## config.mk

```make
export PLATFORM = sky130hd
export DESIGN_NAME = ep0_stat_arb
export DESIGN_NICKNAME = d
export VERILOG_FILES = /design/src/rtl/ep0_stat_pkg.sv /design/src/rtl/ep0_setup_guard.sv /design/src/rtl/ep0_lock.sv /design/src/rtl/ep0_buf_gate.sv /design/src/rtl/ep0_stat_arb.sv
export SDC_FILE = /design/constraint.sdc
export NUM_CORES = 1
export LEC_CHECK = 0
export CORE_MARGIN = 2
export CORE_UTILIZATION = 45
export DETAILED_ROUTE_END_ITERATION = 12
export DONT_BUFFER_PORTS = 1
export RECOVER_POWER = 100
export SETUP_SLACK_MARGIN = 0.15
export SLEW_MARGIN = 15
export SYNTH_ARGS = -nofsm -noshare
export SYNTH_HDL_FRONTEND = slang
export SYNTH_SLANG_ARGS = --single-unit
export TNS_END_PERCENT = 30
```

## constraint.sdc

```tcl
create_clock -name clk -period 1.69 [get_ports clk]
set_input_delay 0.2535 -clock clk [delete_from_list [all_inputs] [get_ports clk]]
set_output_delay 0.2535 -clock clk [all_outputs]
set_load 0.01 [all_outputs]
```

## src/rtl/ep0_stat_pkg.sv

```systemverilog
package ep0_stat_pkg;

  typedef enum logic [1:0] {
    TOK_SETUP = 2'd0,
    TOK_IN    = 2'd1,
    TOK_OUT   = 2'd2,
    TOK_NONE  = 2'd3
  } tok_kind_e;

  // Positions of the flag bits above the mode field
  localparam int FLG_ACK   = 0;
  localparam int FLG_OUT   = 1;
  localparam int FLG_IN    = 2;
  localparam int FLG_SETUP = 3;
  localparam int NUM_FLG   = 4;

endpackage

```

## src/rtl/ep0_setup_guard.sv

```systemverilog
// Tracks the forced interval of the setup flag and the hold that follows it.
module ep0_setup_guard (
  input  logic clk,
  input  logic rst,
  input  logic data_start,
  input  logic ack_start,
  input  logic rd_hit,
  output logic force_q,
  output logic hold_q,
  output logic clr_ok
);

  logic force_d;
  logic hold_d;

  always_comb begin
    force_d = force_q;
    if (ack_start)  force_d = 1'b0;
    if (data_start) force_d = 1'b1;
  end

  always_comb begin
    hold_d = hold_q;
    if (rd_hit && !force_q) hold_d = 1'b0;
    if (data_start)         hold_d = 1'b1;
  end

  always_ff @(posedge clk) begin
    if (rst) begin
      force_q <= 1'b0;
      hold_q  <= 1'b0;
    end else begin
      force_q <= force_d;
      hold_q  <= hold_d;
    end
  end

  assign clr_ok = !force_q && !hold_q;

endmodule

```

## src/rtl/ep0_lock.sv

```systemverilog
// Lock set by an SIE update, released by a CPU read; the update wins a tie.
module ep0_lock (
  input  logic clk,
  input  logic rst,
  input  logic sie_upd,
  input  logic rd_hit,
  output logic lock_q
);

  logic lock_d;

  always_comb begin
    lock_d = lock_q;
    if (rd_hit)  lock_d = 1'b0;
    if (sie_upd) lock_d = 1'b1;
  end

  always_ff @(posedge clk) begin
    if (rst) lock_q <= 1'b0;
    else     lock_q <= lock_d;
  end

endmodule

```

## src/rtl/ep0_buf_gate.sv

```systemverilog
// Registered buffer write port with suppression inside protected windows.
module ep0_buf_gate #(
  parameter int ADDR_W   = 8,
  parameter int DATA_W   = 8,
  parameter int NUM_WIN  = 2,
  parameter int WIN_SPAN = 8,
  parameter logic [NUM_WIN*ADDR_W-1:0] WIN_BASES = {8'hF8, 8'hE0},
  parameter logic [ADDR_W-1:0] REG_ADDR = 8'h10
) (
  input  logic              clk,
  input  logic              rst,
  input  logic              guard_on,
  input  logic [ADDR_W-1:0] cpu_addr,
  input  logic [DATA_W-1:0] cpu_wdata,
  input  logic              cpu_wr,
  output logic              buf_we,
  output logic [ADDR_W-1:0] buf_waddr,
  output logic [DATA_W-1:0] buf_wdata
);

  localparam int SPAN_W = $clog2(WIN_SPAN);

  logic [NUM_WIN-1:0] win_hit;
  logic               in_window;
  logic               we_d;

  for (genvar g = 0; g < NUM_WIN; g++) begin : g_win
    localparam logic [ADDR_W-1:0] BASE = WIN_BASES[g*ADDR_W +: ADDR_W];
    assign win_hit[g] = (cpu_addr[ADDR_W-1:SPAN_W] == BASE[ADDR_W-1:SPAN_W]);
  end

  assign in_window = |win_hit;
  assign we_d = cpu_wr && (cpu_addr != REG_ADDR) && !(guard_on && in_window);

  always_ff @(posedge clk) begin
    if (rst) begin
      buf_we    <= 1'b0;
      buf_waddr <= '0;
      buf_wdata <= '0;
    end else begin
      buf_we <= we_d;
      if (cpu_wr) begin
        buf_waddr <= cpu_addr;
        buf_wdata <= cpu_wdata;
      end
    end
  end

endmodule

```

## src/rtl/ep0_stat_arb.sv

```systemverilog
module ep0_stat_arb #(
  parameter int MODE_W   = 4,
  parameter int ADDR_W   = 8,
  parameter logic [ADDR_W-1:0] REG_ADDR = 8'h10,
  parameter int NUM_WIN  = 2,
  parameter int WIN_SPAN = 8,
  parameter logic [NUM_WIN*ADDR_W-1:0] WIN_BASES = {8'hF8, 8'hE0},
  localparam int DATA_W  = MODE_W + ep0_stat_pkg::NUM_FLG
) (
  input  logic              clk,
  input  logic              rst,
  input  logic              sie_setup_data,
  input  logic              sie_ack_start,
  input  logic              sie_done,
  input  logic [1:0]        sie_kind,
  input  logic              sie_ack,
  input  logic              sie_mode_ld,
  input  logic [MODE_W-1:0] sie_mode,
  input  logic [ADDR_W-1:0] cpu_addr,
  input  logic [DATA_W-1:0] cpu_wdata,
  input  logic              cpu_wr,
  input  logic              cpu_rd,
  output logic [DATA_W-1:0] cpu_rdata,
  output logic              buf_we,
  output logic [ADDR_W-1:0] buf_waddr,
  output logic [DATA_W-1:0] buf_wdata
);
  import ep0_stat_pkg::*;

  localparam int B_ACK   = MODE_W + FLG_ACK;
  localparam int B_OUT   = MODE_W + FLG_OUT;
  localparam int B_IN    = MODE_W + FLG_IN;
  localparam int B_SETUP = MODE_W + FLG_SETUP;

  logic [DATA_W-1:0] status_q;
  logic [DATA_W-1:0] status_d;
  logic              rd_hit;
  logic              wr_hit;
  logic              lock_q;
  logic              force_q;
  logic              hold_q;
  logic              clr_ok;
  tok_kind_e         kind;

  assign rd_hit = cpu_rd && (cpu_addr == REG_ADDR);
  assign wr_hit = cpu_wr && (cpu_addr == REG_ADDR);
  assign kind   = tok_kind_e'(sie_kind);

  ep0_setup_guard u_guard (
    .clk        (clk),
    .rst        (rst),
    .data_start (sie_setup_data),
    .ack_start  (sie_ack_start),
    .rd_hit     (rd_hit),
    .force_q    (force_q),
    .hold_q     (hold_q),
    .clr_ok     (clr_ok)
  );

  ep0_lock u_lock (
    .clk     (clk),
    .rst     (rst),
    .sie_upd (sie_done),
    .rd_hit  (rd_hit),
    .lock_q  (lock_q)
  );

  ep0_buf_gate #(
    .ADDR_W   (ADDR_W),
    .DATA_W   (DATA_W),
    .NUM_WIN  (NUM_WIN),
    .WIN_SPAN (WIN_SPAN),
    .WIN_BASES(WIN_BASES),
    .REG_ADDR (REG_ADDR)
  ) u_gate (
    .clk       (clk),
    .rst       (rst),
    .guard_on  (status_q[B_SETUP]),
    .cpu_addr  (cpu_addr),
    .cpu_wdata (cpu_wdata),
    .cpu_wr    (cpu_wr),
    .buf_we    (buf_we),
    .buf_waddr (buf_waddr),
    .buf_wdata (buf_wdata)
  );

  // Next status: CPU write first, SIE update overrides, forced setup last.
  always_comb begin
    status_d = status_q;
    if (wr_hit && !sie_done) begin
      if (!lock_q) status_d[B_SETUP-1:0] = cpu_wdata[B_SETUP-1:0];
      if (cpu_wdata[B_SETUP] || clr_ok) status_d[B_SETUP] = cpu_wdata[B_SETUP];
    end
    if (sie_done) begin
      unique case (kind)
        TOK_SETUP: status_d[B_SETUP] = 1'b1;
        TOK_IN:    status_d[B_IN]    = 1'b1;
        TOK_OUT:   status_d[B_OUT]   = 1'b1;
        default:   ;
      endcase
      if (sie_ack)     status_d[B_ACK] = 1'b1;
      if (sie_mode_ld) status_d[MODE_W-1:0] = sie_mode;
    end
    if (sie_setup_data) status_d[B_SETUP] = 1'b1;
  end

  always_ff @(posedge clk) begin
    if (rst) begin
      status_q  <= '0;
      cpu_rdata <= '0;
    end else begin
      status_q <= status_d;
      if (rd_hit) cpu_rdata <= status_q;
    end
  end

endmodule

```

==> results.cfg <==
[run_status]
status = finished, final reports clean

[global_route]
grt_max_degree = 37
grt_first_pass_wirelength_um = 6470
antenna_found_initial = 0
grt_overflow = 0
grt_pass1_vias = 1330
grt_usage_pct = 20.6

[routing]
ant_nets = 0
viasPerCell = 6.06
vias = 1296
wirelength_um = 3780
wire_per_inst_um = 17.7
drc = 0
firstDrtPassIters = 4
detail_route.iter0.violations = 75

[final_layout]
n_antenna_cell = 0
final_cells = 214
area_growth_pct = 9.70
nNetsFinal = 198
drive_gt1_share_pct = 10.1

[clock_tree]
clock_sinks = 36
h-tree-depth = 2
cts_tree = built
path_clk_slew_ps = 100
cts_setup_buffers = 0
cts_inserted_buffers = 5
clk_path_buf_depth = 2
insertion_delay_ps = 330
cts_root_buf = clkbuf_4

[synthesis]
synth_edf_count = 0
synth_largest_area_cell = dfxtp_1
synthFlopType = dfxtp_1
synthCells = 171
yosysUniqueCellTypes = 29
yosysSeqAreaShare_pct = 45.8
synth.avg_cell_area_um2 = 9.20
synth-seq-cells = 36
synth_warnings = 0
synthTopCellsByArea = dfxtp_1 46%, mux2i_1 9.5%, o31ai_1 8.1%, nor2_1 6.0%, nor4bb_1 4.5%
yosys.cell_count.top_type = dfxtp_1
yosys-top-cells-count = 36 x dfxtp_1, 25 x nor2_1, 17 x o31ai_1, 15 x mux2i_1
syn-num-nets = 202
synth_top_area_share_pct = 45.8
synthArstFlopShare_pct = 0
syn_area_um2 = 1570

[timing]
max_freq_ghz = 0.697
whs_ps = 39.4
fin_crit_ps = 1430
maxSlewViolCount = 0
tightest_slew_ps = 384
rsz0062_at_grt = no
relSlewSlack_pct = 74.4
fin_skew_ps = 4.43
setup_tns_ps = 0
setup_violations = 0
hold_violations = 0
timing.final.crit_share_pct = 84.8

[floorplan]
fp.dieW_um = 63.1
start_util_pct = 47.2
fp.dieH_um = 63.1
fp.coreArea_um2 = 3340
dieArea_um2 = 3990
rows = 21
ios = 56

[setup_path]
reg2regPathDepth = 3
cp_max_fo = 9
arrival_ps = 1650
crit_path_start_kind = register
cp-end-kind = register
critPathRequiredTime_ps = 1900
critical_path_class = reg2reg

[power]
power-per-cell-area_nw_per_um2 = 996
ir_drop_mv = 0.729
leakage_nw = 0.620

[placed_design]
port_buffers = 0
place.gp.congestion = 0.796
dpl.cell_count = 205
dpl.hpwl_um = 2700

[hold_path]
min_path_cells = 1
hold_class = in2reg

[job]
max_cap_violations = 0
kinds of logic after synthesis:
| logic type | after synthesis | synth area share [%] |
|---|---|---|
| muxes | 15 | 9.54 |
| buffers and inverters | 19 | 4.77 |
| and+or+nand+nor | 58 | 21.6 |
| AOI/OAI and AO/OA | 42 | 17.7 |
| xor gates and xnor gates | 1 | 0.557 |
| DFF | 36 | 45.8 |
cell type report:
class	count	area [µm²]
tap	46	57.6
fill	335	1610
sequential	36	721
clock buffer	7	65.1
clock inverter	1	30.0
multi-input combinational	116	795
inverter	3	11.3
timing repair buffer	5	47.5
timing repair:
item,in CTS,in global routing
hold endpoints to repair,36,0
hold buffers,1,0
setup endpoints to repair,0,3
gates resized for setup,0,1
cells in the final DEF, fill, tap and decap left out, types with 2 or more instances in the layout:
master,netlist,routed
mux2i_1,15,15
nand4_1,9,9
clkbuf_8,0,2
o31ai_1,17,17
nor4bb_1,7,7
nand3_1,2,2
a21oi_1,12,12
nand2_1,2,2
nand3b_1,2,2
a31oi_1,7,7
inv_1,2,2
a211oi_1,4,4
dfxtp_1,36,36
buf_4,0,3
nor2_1,25,25
clkbuf_4,0,5
or4_1,2,2
state kept, by name, indices dropped and copies added, names as in the netlist:
name and cells:
cpu_rdata 8, u_gate.buf_we 1, u_guard.force_q 1, u_gate.buf_wdata 8, u_guard.hold_q 1, u_gate.buf_waddr 8
status_q 8, u_lock.lock_q 1
worst max-delay path, cell delays in order, from the launching register on:
cell and delay (ps):
dfxtp_1 400, or3b_1 540, o31ai_1 270, a211oi_1 110
metrics by stage:
step,setup WS [ps],area (µm²),util [%],power [mW]
after floorplan,70.2,1590,-,1.06
after global placement,184,1610,48.4,1.06
after detailed placement,155,1610,48.4,1.06
after CTS,211,1730,51.8,1.74
after global routing,142,1730,51.7,1.80
final,256,1730,51.7,1.72
report_power, final:
group          total [mW]  internal (mW)  switching, mW
sequential          0.929          0.890         0.0398
clock               0.662          0.393          0.269
combinational       0.128         0.0638         0.0642
final timing paths:
kind                            slack [ps]                  startpoint                          end
worst max-delay path                   260  u_lock.lock_q$_SDFFE_PP0P_       status_q[2]$_SDFF_PP0_
worst min-delay path                    40                      cpu_rd  u_guard.hold_q$_SDFFE_PP0P_
worst max register to register         260  u_lock.lock_q$_SDFFE_PP0P_       status_q[2]$_SDFF_PP0_
worst min register to register         480      status_q[5]$_SDFF_PP0_    cpu_rdata[5]$_SDFFE_PP0P_
layer usage:
layer	up-vias	wire length, µm	track usage, %
met1	605	1610	23.5
met2	46	1820	34.8
met5	-	0	0
met4	0	20	6.67
li1	643	-	-
met3	2	339	8.57
No activity file was read; power rests on OpenSTA's default activity.
